==> src/rtl/sliced_alu_pkg.sv <==
package sliced_alu_pkg;

    typedef enum logic [2:0] {
        OP_ADD  = 3'b000,
        OP_SUB  = 3'b001,
        OP_INC  = 3'b010,
        OP_DEC  = 3'b011,
        OP_AND  = 3'b100,
        OP_OR   = 3'b101,
        OP_NOTA = 3'b110,
        OP_XOR  = 3'b111
    } alu_op_e;

    typedef struct packed {
        logic f;
        logic co;
    } slice_out_t;

    // Operand-B conditioning for the arithmetic cell, chosen by op[1:0].
    function automatic logic cond_b(input logic [1:0] mode, input logic b);
        case (mode)
            2'b00:   return b;
            2'b01:   return ~b;
            2'b10:   return 1'b0;
            default: return 1'b1;
        endcase
    endfunction

    // Carry injected into the lowest slice.
    function automatic logic first_carry(input alu_op_e op);
        return (op == OP_SUB) || (op == OP_INC);
    endfunction

endpackage

==> src/rtl/alu_arith_cell.sv <==
module alu_arith_cell
    import sliced_alu_pkg::*;
(
    input  logic [1:0] mode,
    input  logic       a,
    input  logic       b,
    input  logic       ci,
    output slice_out_t out
);
    logic bx;

    always_comb begin
        bx     = cond_b(mode, b);
        out.f  = a ^ bx ^ ci;
        out.co = (a & bx) | (a & ci) | (bx & ci);
    end
endmodule

==> src/rtl/alu_logic_cell.sv <==
module alu_logic_cell (
    input  logic [1:0] mode,
    input  logic       a,
    input  logic       b,
    output logic       f
);
    always_comb begin
        case (mode)
            2'b00:   f = a & b;
            2'b01:   f = a | b;
            2'b10:   f = ~a;
            default: f = a ^ b;
        endcase
    end
endmodule

==> src/rtl/alu_bit_slice.sv <==
module alu_bit_slice
    import sliced_alu_pkg::*;
(
    input  logic [2:0] op,
    input  logic       a,
    input  logic       b,
    input  logic       ci,
    output slice_out_t out
);
    slice_out_t arith;
    logic       lgc;

    alu_arith_cell u_arith (
        .mode (op[1:0]),
        .a    (a),
        .b    (b),
        .ci   (ci),
        .out  (arith)
    );

    alu_logic_cell u_logic (
        .mode (op[1:0]),
        .a    (a),
        .b    (b),
        .f    (lgc)
    );

    always_comb begin
        out.f  = op[2] ? lgc : arith.f;
        out.co = arith.co;
    end
endmodule

==> src/rtl/alu_carry_gen.sv <==
module alu_carry_gen
    import sliced_alu_pkg::*;
(
    input  logic [2:0] op,
    output logic       c0
);
    assign c0 = first_carry(alu_op_e'(op));
endmodule

==> src/rtl/sliced_alu.sv <==
module sliced_alu
    import sliced_alu_pkg::*;
#(
    parameter int W = 4
) (
    input  logic         clk,
    input  logic         rst,
    input  logic [2:0]   op_sel,
    input  logic [W-1:0] opnd_a,
    input  logic [W-1:0] opnd_b,
    output logic [W-1:0] res_q,
    output logic         cout_q
);
    localparam int CHAIN = W + 1;

    logic [CHAIN-1:0] carry;
    logic [W-1:0]     f_bits;
    logic             is_logic;

    alu_carry_gen u_cgen (
        .op (op_sel),
        .c0 (carry[0])
    );

    for (genvar i = 0; i < W; i++) begin : g_slice
        slice_out_t so;
        alu_bit_slice u_slice (
            .op  (op_sel),
            .a   (opnd_a[i]),
            .b   (opnd_b[i]),
            .ci  (carry[i]),
            .out (so)
        );
        assign f_bits[i]  = so.f;
        assign carry[i+1] = so.co;
    end

    assign is_logic = (alu_op_e'(op_sel) inside {OP_AND, OP_OR, OP_NOTA, OP_XOR});

    always_ff @(posedge clk) begin
        if (rst) begin
            res_q  <= '0;
            cout_q <= 1'b0;
        end else begin
            res_q  <= f_bits;
            cout_q <= is_logic ? 1'b0 : carry[W];
        end
    end
endmodule

==> config.mk <==
export PLATFORM = sky130hd
export DESIGN_NAME = sliced_alu
export DESIGN_NICKNAME = d
export VERILOG_FILES = /design/src/rtl/sliced_alu_pkg.sv /design/src/rtl/alu_arith_cell.sv /design/src/rtl/alu_logic_cell.sv /design/src/rtl/alu_bit_slice.sv /design/src/rtl/alu_carry_gen.sv /design/src/rtl/sliced_alu.sv
export SDC_FILE = /design/constraint.sdc
export NUM_CORES = 1
export LEC_CHECK = 0
export ABC_CLOCK_PERIOD_IN_PS = 3900
export BUFFER_PORTS_ARGS = -buffer_cell sky130_fd_sc_hd__buf_2
export CORE_AREA = 2 2 39 41
export DETAILED_ROUTE_END_ITERATION = 6
export DIE_AREA = 0 0 41 43
export PLACE_DENSITY = 0.76
export SLEW_MARGIN = 20
export SYNTH_ARGS = -nofsm -noshare
export SYNTH_HDL_FRONTEND = slang
export SYNTH_SLANG_ARGS = --single-unit
==> constraint.sdc <==
create_clock -name clk -period 3.9 [get_ports clk]
set_input_delay 0.78 -clock clk [delete_from_list [all_inputs] [get_ports clk]]
set_output_delay 0.78 -clock clk [all_outputs]
set_load 0.005 [all_outputs]
==> results of run 1 <==
where the power goes:
group | total (µW) | switching [µW] | internal (µW) | leakage [µW]
Combinational | 64.5 | 32.9 | 31.5 | 0.000299
Sequential | 58.5 | 1.14 | 57.4 | 0.0000416
Clock | 56.8 | 18.3 | 38.5 | 0.0000150
flip-flops by register name (all words and copies together) (netlist names):
register and flops:
res_q 4, cout_q 1
cells in the final DEF (no fill, tap or decap), types with 4 or more instances in the layout:
cell,n
sky130_fd_sc_hd__buf_2,17
sky130_fd_sc_hd__inv_1,11
sky130_fd_sc_hd__nor2_1,9
sky130_fd_sc_hd__ha_1,8
sky130_fd_sc_hd__nand2_1,5
sky130_fd_sc_hd__dfxtp_1,5
sky130_fd_sc_hd__xnor2_1,4
sky130_fd_sc_hd__a21oi_1,4
sky130_fd_sc_hd__fa_1,4
cell type report:
| cell class | instances | area [µm²] |
|---|---|---|
| fillers | 138 | 701 |
| multi-input cells | 48 | 410 |
| repair buffers | 17 | 85.1 |
| clock buffers | 4 | 26.3 |
| flip-flops and latches | 5 | 100 |
| inverters | 11 | 41.3 |
| well taps | 16 | 20.0 |
logic make-up after synthesis:
family	after synthesis	synth area share [%]
AOI/OAI and AO/OA	11	13.0
xor gates and xnor gates	5	7.61
adders and majority gates	12	31.3
buffers and inverters	14	11.3
DFF	5	17.4
muxes	2	5.87
and+or+nand+nor	18	13.5
layer usage:
| layer | vias to the layer above | track usage, % | share of wire (%) |
|---|---|---|---|
| met4 | 0 | 8.00 | 0 |
| met2 | 12 | 21.6 | 49 |
| met1 | 206 | 19.3 | 46 |
| met3 | 0 | 0.524 | 5.2 |
| met5 | - | 0 | 0 |
| li1 | 252 | - | - |
worst max-delay path, stage by stage:
cell and delay (ns):
sky130_fd_sc_hd__buf_2 0.25, sky130_fd_sc_hd__nor2_1 0.09, sky130_fd_sc_hd__xnor2_1 0.15, sky130_fd_sc_hd__fa_1 0.41, sky130_fd_sc_hd__fa_1 0.39, sky130_fd_sc_hd__fa_1 0.37, sky130_fd_sc_hd__inv_1 0.08, sky130_fd_sc_hd__fa_1 0.40
sky130_fd_sc_hd__nor2_1 0.10, sky130_fd_sc_hd__nor2_1 0.05, sky130_fd_sc_hd__o221a_2 0.11
per-stage QoR:
| step | power, µW | cell area, µm² | hold WS [ns] | util (%) | worst slack, ns |
|---|---|---|---|---|---|
| global placement | 122 | 657 | 1.03 | 47.5 | 0.634 |
| finish | 180 | 683 | 0.787 | 49.4 | 0.830 |
| CTS | 184 | 683 | 0.778 | 49.4 | 0.829 |
| detailed placement | 124 | 657 | 1.03 | 47.5 | 0.577 |
| global route | 199 | 683 | 0.804 | 49.4 | 0.677 |
| floorplan | 104 | 576 | 0.855 | - | 0.704 |
worst paths after layout:
path / startpoint / endpoint / slack [ns] / depth (start not counted)
worst min-delay path: op_sel[2] / cout_q$_SDFF_PP0_ / 0.79 / 2
worst max-delay path: op_sel[1] / res_q[3]$_SDFF_PP0_ / 0.83 / 11
==> PnR_summary.wiki, run 1 <==
{| class="wikitable"
! Metric !! Value
|-
| Average size of a mapped cell || 8.59 µm²
|-
| Mean routed wirelength per cell || 9.44 µm
|-
| First-iteration detailed-routing DRC count || 8
|-
| Required time at the worst-slack endpoint || 4.02 ns
|-
| Worst EP arrival || 3.19 ns
|-
| Power density relative to cell area || 263 mW/mm²
|-
| Hold-fix buffers, CTS || 0
|-
| Estimated wirelength of the detail-placed design || 816 µm
|-
| Via density || 4.65
|-
| Net count after synthesis || 92
|-
| Worst setup path class || input port to flip-flop
|-
| Clk buf depth || 2
|-
| Most frequently used cell type in the post-synthesis netlist || sky130_fd_sc_hd__inv_1
|-
| Number of enable flip-flop cells after synthesis || 0
|-
| Area enclosed by the die boundary || 0.00176 mm²
|-
| Fraction of post-synthesis cell area in the top cell type by area || 17.4%
|-
| CTS Root Cell || sky130_fd_sc_hd__clkbuf_4
|-
| Number of port buffers || 17
|-
| Final setup violation count || 0
|-
| Max FO, Critical Path || 17
|-
| Max-slew violations || 0
|-
| Normalized max-slew margin || 81.9%
|-
| Gates resized, CTS repair || 0
|-
| Row cnt || 14
|-
| Total Routed Length || 953 µm
|-
| H-tree Lvls || 1
|-
| CTS tree || done
|-
| Flops & latches, synth || 5
|-
| RSZ-0062 raised after global routing || false
|-
| Share of synthesized area occupied by flip-flops and latches || 17.4%
|-
| Floorplan die height || 43 µm
|-
| Area growth from synthesis to final layout || 18.7%
|-
| Period minus WS final || 3.07 ns
|-
| Fraction of synthesis flops using an asynchronous set or reset pin || 0%
|-
| Upper clock frequency limit || 326 MHz
|-
| Antenna Violating Nets Remaining || 0
|-
| Post CTS Setup Buffer Count || 0
|-
| Mapped Cells || 67
|-
| GP Congestion || 0.726
|-
| Number of sinks handled by clock tree synthesis || 5
|-
| Max cap viols || 0
|-
| Most area-hungry cell type in the Yosys netlist || sky130_fd_sc_hd__dfxtp_1
|-
| Die span in x || 41 µm
|-
| Largest voltage drop on the vdd net || 0.0746 mV
|-
| Number of search-and-repair iterations in the first detailed-routing pass || 2
|-
| Syn. warnings || 0
|-
| Netlist cell types || 21
|-
| Kind of path behind the tightest hold check || input port to flip-flop
|-
| Most common flop cell mapped by yosys || sky130_fd_sc_hd__dfxtp_1
|-
| Via count || 470
|-
| Count of boundary I/O pins || 18
|-
| Share of the cycle needed by the critical path after routing || 78.7%
|-
| Post-route non-filler standard cell count || 101
|-
| Clock buffers created by TritonCTS || 3
|-
| Final sum of negative setup slack || 0 ns
|-
| Leading cell types by total area after synthesis || sky130_fd_sc_hd__dfxtp_1 (17%), sky130_fd_sc_hd__ha_1 (17%), sky130_fd_sc_hd__fa_1 (14%), sky130_fd_sc_hd__inv_1 (7.2%), sky130_fd_sc_hd__xnor2_1 (6.1%)
|-
| Post-synth top cells || sky130_fd_sc_hd__inv_1 (11), sky130_fd_sc_hd__nor2_1 (9), sky130_fd_sc_hd__ha_1 (8)
|-
| Slew at the pin closest to its max-slew limit || 0.272 ns
|-
| Cell area after synthesis || 576 µm²
|-
| Initial antenna violation count || 0
|-
| Startpoint type of the worst setup path || input port
|-
| Antenna diode count || 0
|-
| Clock transition at the registers of the reported paths || 0.04 ns
|-
| Starting density of the core || 41.6%
|-
| Outcome || completed
|-
| Hold violation count in the final report || 0
|-
| Total gr overflow || 0
|-
| DRC violations left || 0
|-
| Total leakage power || 0.000356 µW
|-
| Floorplan Core Area || 0.00138 mm²
|-
| Placed Instances || 97
|-
| Combined global-route utilization of all metal layers || 14.2%
|-
| Pin count of the biggest net entering global routing || 18
|-
| Worst setup EP type || flip-flop
|-
| Fraction of final layout cells sized beyond drive strength 1 || 27.1%
|-
| First-pass GRT wire length || 1750 µm
|-
| Final layout net count || 111
|-
| Via count of the first global-routing pass || 455
|}
(Power assumes the default switching activity.)
==> run 2, diff against run 1 <==
ABC_AREA = 1   (was unset)
ABC_CLOCK_PERIOD_IN_PS = 2600   (was 3900)
CORE_AREA = 2 2 40 42   (was 2 2 39 41)
DIE_AREA = 0 0 42 44   (was 0 0 41 43)
PLACE_DENSITY = 0.77   (was 0.76)
clock period = 2.6 ns   (was 3.9 ns; I/O delays follow)
==> run 2 against run 1 <==
Compared with the run above: clock power rose by 53%; die area is 4.8% higher; worst setup slack got worse by 0.72 ns; highest routed layer is now met4; sequential power rose by 49%; critical endpoint unchanged; global-route usage rose by 1.2 points; largest power group unchanged; synthesized cell count is 33% higher; critical path type unchanged; worst hold slack got worse by 0.23 ns.
==> PnR_summary.wiki, run 2 <==
{| class="wikitable"
! Metric !! Value
|-
| Worst setup EP type || flip-flop
|-
| CTS tree || done
|-
| Mapped Cells || 89 (+33%)
|-
| Final layout net count || 142 (+28%)
|-
| Net count after synthesis || 114 (+24%)
|-
| Post-route non-filler standard cell count || 132 (+31%)
|-
| Power density relative to cell area || 351 mW/mm² (+33%)
|-
| Floorplan die height || 44 µm (+2.3%)
|-
| Max FO, Critical Path || 3 (-14)
|-
| Flops & latches, synth || 5 (unchanged)
|-
| Clock buffers created by TritonCTS || 3 (unchanged)
|-
| Post CTS Setup Buffer Count || 0 (unchanged)
|-
| Combinational power share || 37.8% (+1.9 points)
|-
| Syn. warnings || 0 (unchanged)
|-
| Placed Instances || 128 (+32%)
|-
| Period minus WS final || 2.49 ns
|-
| Combined global-route utilization of all metal layers || 15.4% (+1.2 points)
|-
| Fraction of synthesis flops using an asynchronous set or reset pin || 0% (unchanged)
|-
| Share of the cycle needed by the critical path after routing || 95.6%
|-
| Internal power || 193 µW (+52%)
|-
| RSZ-0062 raised after global routing || false
|-
| Most frequently used cell type in the post-synthesis netlist || sky130_fd_sc_hd__inv_1
|-
| Worst setup path class || input port to flip-flop
|-
| DRC violations left || 0 (unchanged)
|-
| Number of enable flip-flop cells after synthesis || 0 (unchanged)
|-
| GP Congestion || 0.903 (+24%)
|-
| Max cap viols || 0 (unchanged)
|-
| Part of the total power dissipated in sequential elements || 31.1% (-1.4 points)
|-
| Commonest cells after routing, fill and taps aside || sky130_fd_sc_hd__inv_1 (16), sky130_fd_sc_hd__nand2_1 (16), sky130_fd_sc_hd__buf_2 (15)
|-
| Most common flop cell mapped by yosys || sky130_fd_sc_hd__dfxtp_1
|-
| Kind of path behind the tightest hold check || input port to flip-flop
|-
| Number of port buffers || 17 (unchanged)
|-
| Area growth from synthesis to final layout || 34.4%
|-
| Flip-flop count of the largest register, all copies and words added || 4 (unchanged)
|-
| Via count of the first global-routing pass || 560 (+23%)
|-
| Count of boundary I/O pins || 18 (unchanged)
|-
| Hold violation count in the final report || 0 (unchanged)
|-
| Die span in x || 42 µm (+2.4%)
|-
| Via count || 624 (+33%)
|-
| Share of total power consumed by net switching || 30.8% (+1.7 points)
|-
| Required time at the worst-slack endpoint || 2.73 ns (-1.29 ns)
|-
| Number of sinks handled by clock tree synthesis || 5 (unchanged)
|-
| Fraction of final layout cells sized beyond drive strength 1 || 33.6% (+6.6 points)
|-
| Netlist cell types || 14 (-33%)
|-
| Leading cell types by total area after synthesis || sky130_fd_sc_hd__dfxtp_1 (17%), sky130_fd_sc_hd__ha_1 (17%), sky130_fd_sc_hd__fa_1 (14%), sky130_fd_sc_hd__inv_1 (11%), sky130_fd_sc_hd__nand2_1 (10%)
|-
| Antenna Violating Nets Remaining || 0 (unchanged)
|-
| Estimated wirelength of the detail-placed design || 1060 µm (+29%)
|-
| Total leakage power || 0.000445 µW (+25%)
|-
| Filler Cell Count || 142 (+2.9%)
|-
| Startpoint type of the worst setup path || input port
|-
| Antenna diode count || 0 (unchanged)
|-
| Clock transition at the registers of the reported paths || 0.04 ns (about the same)
|-
| Switch Pwr || 86.2 µW (+65%)
|-
| Outcome || completed
|-
| Fraction of the core area covered by cells at the end of the flow || 56.2% (+6.8 points)
|-
| Total gr overflow || 0 (unchanged)
|-
| Floorplan Core Area || 0.00142 mm² (+2.5%)
|-
| Post-synth top cells || sky130_fd_sc_hd__inv_1 (17), sky130_fd_sc_hd__nand2_1 (16), sky130_fd_sc_hd__nor2_1 (15)
|-
| Initial antenna violation count || 0 (unchanged)
|-
| Worst setup margin || 0.114 ns (-0.716 ns)
|-
| Clk buf depth || 2 (unchanged)
|-
| Area enclosed by the die boundary || 0.00185 mm² (+4.8%)
|-
| Row cnt || 14 (unchanged)
|-
| Largest reg by FF count || res_q
|-
| Upper clock frequency limit || 402 MHz
|-
| Share of synthesized area occupied by flip-flops and latches || 16.9% (-0.51 points)
|-
| Via density || 4.73 (+1.6%)
|-
| Cell area after synthesis || 593 µm² (+3.0%)
|-
| First-iteration detailed-routing DRC count || 20 (+12)
|-
| Fraction of post-synthesis cell area in the top cell type by area || 16.9% (-0.51 points)
|-
| Total Routed Length || 1260 µm (+32%)
|-
| Pin count of the biggest net entering global routing || 11 (-7)
|-
| Average size of a mapped cell || 6.66 µm² (-22%)
|-
| Normalized max-slew margin || 81.2% (-0.68 points)
|-
| First-pass GRT wire length || 2160 µm (+24%)
|-
| Most area-hungry cell type in the Yosys netlist || sky130_fd_sc_hd__dfxtp_1
|-
| Final setup violation count || 0 (unchanged)
|-
| Starting density of the core || 41.8% (+0.21 points)
|-
| Slew at the pin closest to its max-slew limit || 0.281 ns (+0.00917 ns)
|-
| Largest voltage drop on the vdd net || 0.115 mV (+55%)
|-
| Worst EP arrival || 2.62 ns (-0.57 ns)
|-
| Max-slew violations || 0 (unchanged)
|-
| H-tree Lvls || 1 (unchanged)
|-
| CTS Root Cell || sky130_fd_sc_hd__clkbuf_4
|-
| Largest registers || res_q: 4 flops, cout_q: 1 flops
|-
| Number of search-and-repair iterations in the first detailed-routing pass || 4 (+2)
|-
| Mean routed wirelength per cell || 9.53 µm (+1.0%)
|-
| Final sum of negative setup slack || 0 ns (unchanged)
|-
| Dpl ws || -0.232 ns (-0.809 ns)
|-
| Share of power burned in the clock network || 31.1% (-0.5 points)
|}
==> run 2: cells by family after synthesis <==
group | after synthesis | synth area share [%]
compound gates | 8 | 6.75
fa+ha+maj | 12 | 30.4
buf+inv | 19 | 13.3
flops | 5 | 16.9
simple gates | 45 | 32.7
==> run 2: final timing paths <==
kind / start / endpoint / slack [ns] / cells after the start
min: rst / res_q[3]$_SDFF_PP0_ / 0.56 / 4
max: op_sel[0] / res_q[3]$_SDFF_PP0_ / 0.11 / 12
==> run 2: critical path, stage by stage <==
cell	delay (ns)
sky130_fd_sc_hd__buf_6	0.09
sky130_fd_sc_hd__inv_2	0.04
sky130_fd_sc_hd__nor2_2	0.08
sky130_fd_sc_hd__nor2_2	0.05
sky130_fd_sc_hd__or2_1	0.22
sky130_fd_sc_hd__fa_2	0.34
sky130_fd_sc_hd__fa_2	0.36
sky130_fd_sc_hd__fa_2	0.34
sky130_fd_sc_hd__inv_2	0.06
sky130_fd_sc_hd__fa_1	0.40
sky130_fd_sc_hd__nand2_1	0.08
sky130_fd_sc_hd__nand2_1	0.05
==> run 2: per-stage QoR <==
step           hold slack [ns]  instance area [µm²]  total power [µW]
2_1_floorplan            0.682                  602               147
6_report                 0.558                  797               280
4_1_cts                  0.553                  774               280
5_1_grt                  0.594                  797               306
3_3_place_gp             0.795                  748               186
3_5_place_dp             0.809                  748               190
==> run 2: layout make-up <==
cell class              instances  area (µm²)  share of cell area, %
multi-input cells              65         433                   54.3
flip-flops and latches          5         100                   12.6
inverters                      18        67.6                   8.48
clock buffers                   4        26.3                   3.30
repair buffers                 24         150                   18.8
well taps                      16        20.0                   2.51
==> run 2: power by group through the flow <==
stage	Clock [µW]	Sequential [µW]	Combinational, µW
2_1_floorplan	0	90.3	57.0
3_3_place_gp	0	88.2	97.5
3_5_place_dp	0	88.4	102
4_1_cts	91.1	87.1	102
5_1_grt	95.8	87.8	122
6_report	87.0	87.0	106
==> run 2: timing repair <==
item,CTS,global route
endpoints found under the setup margin,0,1
resized for setup,0,7
hold buffers,0,0
==> run 2: routing by layer <==
layer | track usage (%) | up-vias | wire length (µm) | share of wire [%]
met2 | 26.6 | 21 | 625 | 50
met4 | 9.68 | 0 | 8 | 0.64
li1 | - | 325 | - | -
met1 | 18.7 | 276 | 547 | 43
met5 | 0 | - | 0 | 0
met3 | 1.25 | 2 | 77 | 6.1
==> run 3, diff against run 2 <==
ABC_CLOCK_PERIOD_IN_PS = 2300   (was 2600)
CELL_PAD_IN_SITES_DETAIL_PLACEMENT = 0   (was unset)
CELL_PAD_IN_SITES_GLOBAL_PLACEMENT = 1   (was unset)
CORE_AREA = 2 2 41 53   (was 2 2 40 42)
DIE_AREA = 0 0 43 55   (was 0 0 42 44)
PLACE_DENSITY = 0.8   (was 0.77)
clock period = 2.3 ns   (was 2.6 ns; I/O delays follow)
==> run 3 against run 2 <==
Compared with the run above: the run now ends with negative setup slack left; combinational power is 18% higher; sequential power rose by 13%; utilization is 12 points lower; die area rose by 28%; total power increased by 15%; critical path depth shrank 1; worst setup slack worse by 0.22 ns; sequential cell count is the same; critical endpoint unchanged; critical path type unchanged; first-iteration DRC count fell by 30%; largest power group unchanged; via count decreased by 1.8%; sequential share of layout area fell by 0.56 points; clock-buffer cell count stayed put.
==> PnR_summary.wiki, run 3 (same netlist as run 2, synthesis figures left out) <==
{| class="wikitable"
! Metric !! Value
|-
| Floorplan die height || 55 µm (+25%)
|-
| Share of the cycle needed by the critical path after routing || 105%
|-
| Area enclosed by the die boundary || 0.00237 mm² (+28%)
|-
| First-iteration detailed-routing DRC count || 14 (-30%)
|-
| CP cell instances || buf_6, nor2_2, nor2_2, or2_1, fa_2, fa_2, fa_2, inv_2, fa_1, nand2_1, nand2_1
|-
| Mean routed wirelength per cell || 9.37 µm (-1.7%)
|-
| Number of cells on the worst hold path || 4 (unchanged)
|-
| Commonest cells after routing, fill and taps aside || sky130_fd_sc_hd__inv_1 (16), sky130_fd_sc_hd__nand2_1 (16), sky130_fd_sc_hd__buf_2 (15)
|-
| Antenna Violating Nets Remaining || 0 (unchanged)
|-
| Max FO, Critical Path || 4 (+1)
|-
| Pin count of the biggest net entering global routing || 8 (-3)
|-
| Required time at the worst-slack endpoint || 2.43 ns (-0.30 ns)
|-
| Largest voltage drop on the vdd net || 0.113 mV (-1.9%)
|-
| Final layout net count || 146 (+2.8%)
|-
| DRC violations left || 0 (unchanged)
|-
| Launch instance of the worst min-delay path || rst
|-
| Overall power of the completed layout || 321 µW (+15%)
|-
| Slew at the pin closest to its max-slew limit || 0.335 ns (+0.0540 ns)
|-
| CTS Root Cell || sky130_fd_sc_hd__clkbuf_4
|-
| Clk buf depth || 2 (unchanged)
|-
| Outcome || complete, but fails checks
|-
| Power density relative to cell area || 384 mW/mm² (+9.5%)
|-
| Post CTS Setup Buffer Count || 0 (unchanged)
|-
| Kind of path behind the tightest hold check || input port to flip-flop
|-
| Flip-flop count of the largest register, all copies and words added || 4 (unchanged)
|-
| WP buf/inv || 2 (-1)
|-
| Starting density of the core || 31.3% (-10 points)
|-
| Count of boundary I/O pins || 18 (unchanged)
|-
| Critical Path Most Common Cell || sky130_fd_sc_hd__fa_2
|-
| Worst setup path class || input port to flip-flop
|-
| Met1 capacity usage during global routing || 14.3% (-4.3 points)
|-
| Crit. path cell count || 11 (-1)
|-
| Total leakage power || 0.000465 µW (+4.5%)
|-
| Met2 global-route usage || 25.8% (-0.80 points)
|-
| Clock buffers created by TritonCTS || 3 (unchanged)
|-
| Cell family with the largest share of critical-path delay || adder cells
|-
| Max-slew violations || 0 (unchanged)
|-
| Upper clock frequency limit || 415 MHz
|-
| Number of port buffers || 17 (unchanged)
|-
| Filler Cell Count || 208 (+46%)
|-
| Via count of the first global-routing pass || 593 (+5.9%)
|-
| First-pass GRT wire length || 2320 µm (+7.4%)
|-
| Violated checks || negative setup slack
|-
| Critical Path Max Stage Delay || 0.39 ns (about the same)
|-
| Final sum of negative setup slack || -0.109 ns (-0.109 ns)
|-
| CTS tree || done
|-
| Routing layer with the top usage in global route || met2
|-
| Via density || 4.38 (-7.4%)
|-
| Initial antenna violation count || 0 (unchanged)
|-
| Worst setup margin || -0.109 ns (-0.222 ns)
|-
| Normalized max-slew margin || 77.6% (-3.6 points)
|-
| Total Routed Length || 1310 µm (+4.3%)
|-
| Area growth from synthesis to final layout || 40.7%
|-
| Largest reg by FF count || res_q
|-
| Global routing usage on met3 || 0.974% (-0.28 points)
|-
| Flip-flop and latch area || 100 µm² (unchanged)
|-
| Via count || 613 (-1.8%)
|-
| CP max-delay cell || sky130_fd_sc_hd__fa_1
|-
| Final setup violation count || 1 (+1)
|-
| Startpoint type of the worst setup path || input port
|-
| Largest registers || res_q: 4 flops, cout_q: 1 flops
|-
| Multi-input gate area in the final layout || 435 µm² (+0.58%)
|-
| Fraction of final layout cells sized beyond drive strength 1 || 35.8% (+2.2 points)
|-
| Number of search-and-repair iterations in the first detailed-routing pass || 4 (unchanged)
|-
| Critical Path Source || op_sel[0]
|-
| Worst EP arrival || 2.54 ns (-0.08 ns)
|-
| Number of sinks handled by clock tree synthesis || 5 (unchanged)
|-
| Row cnt || 18 (+4)
|-
| GP Congestion || 0.803 (-11%)
|-
| Max cap viols || 0 (unchanged)
|-
| Period minus WS final || 2.41 ns
|-
| Antenna diode count || 0 (unchanged)
|-
| Die span in x || 43 µm (+2.4%)
|-
| Floorplan Core Area || 0.00189 mm² (+33%)
|-
| H-tree Lvls || 1 (unchanged)
|-
| Combined global-route utilization of all metal layers || 13.3% (-2.1 points)
|-
| Worst hold slack || 0.501 ns (-0.0572 ns)
|-
| Hold-fix buffers, CTS || 0 (unchanged)
|-
| Hold violation count in the final report || 0 (unchanged)
|-
| RSZ-0062 raised after global routing || true
|-
| Total gr overflow || 0 (unchanged)
|-
| Estimated wirelength of the detail-placed design || 1130 µm (+7.2%)
|-
| Dpl ws || -0.468 ns (-0.235 ns)
|-
| Clock transition at the registers of the reported paths || 0.04 ns (about the same)
|-
| Worst setup EP type || flip-flop
|}
-- run 3: timing repair --
| item | in CTS | in global routing |
|---|---|---|
| cloned | 0 | 0 |
| setup endpoints to repair | 1 | 2 |
| gates resized for setup | 1 | 7 |
-- run 3: path summary, 6_finish.rpt --
path,endpoint
max,res_q[3]$_SDFF_PP0_
min,res_q[3]$_SDFF_PP0_
-- run 3: cell type report --
class | instances | share of cell area, %
flip-flops and latches | 5 | 12.0
repair buffers | 28 | 21.6
well taps | 20 | 3.00
clock buffers | 4 | 3.15
inverters | 18 | 8.10
multi-input cells | 65 | 52.2
-- run 3: metal layers --
| metal | vias to the layer above | part of all wire [%] |
|---|---|---|
| li1 | 331 | - |
| met1 | 271 | 44 |
| met2 | 9 | 52 |
| met3 | 2 | 3.4 |
| met4 | 0 | 0.46 |
| met5 | - | 0 |
-- run 3: metrics by stage --
step	utilization, %	instances	cell area [µm²]
6_report	44.1	140	835
3_3_place_gp	41.5	136	786
4_1_cts	43.1	140	815
2_1_floorplan	-	89	604
5_1_grt	44.1	140	835
3_5_place_dp	41.5	136	786
-- run 3: where the power goes --
| part | switching (µW) | total [µW] | leakage [µW] | internal [µW] |
|---|---|---|---|---|
| combinational | 63.8 | 125 | 0.000409 | 61.0 |
| clock | 32.0 | 97.3 | 0.0000150 | 65.3 |
| sequential | 1.82 | 98.6 | 0.0000415 | 96.7 |
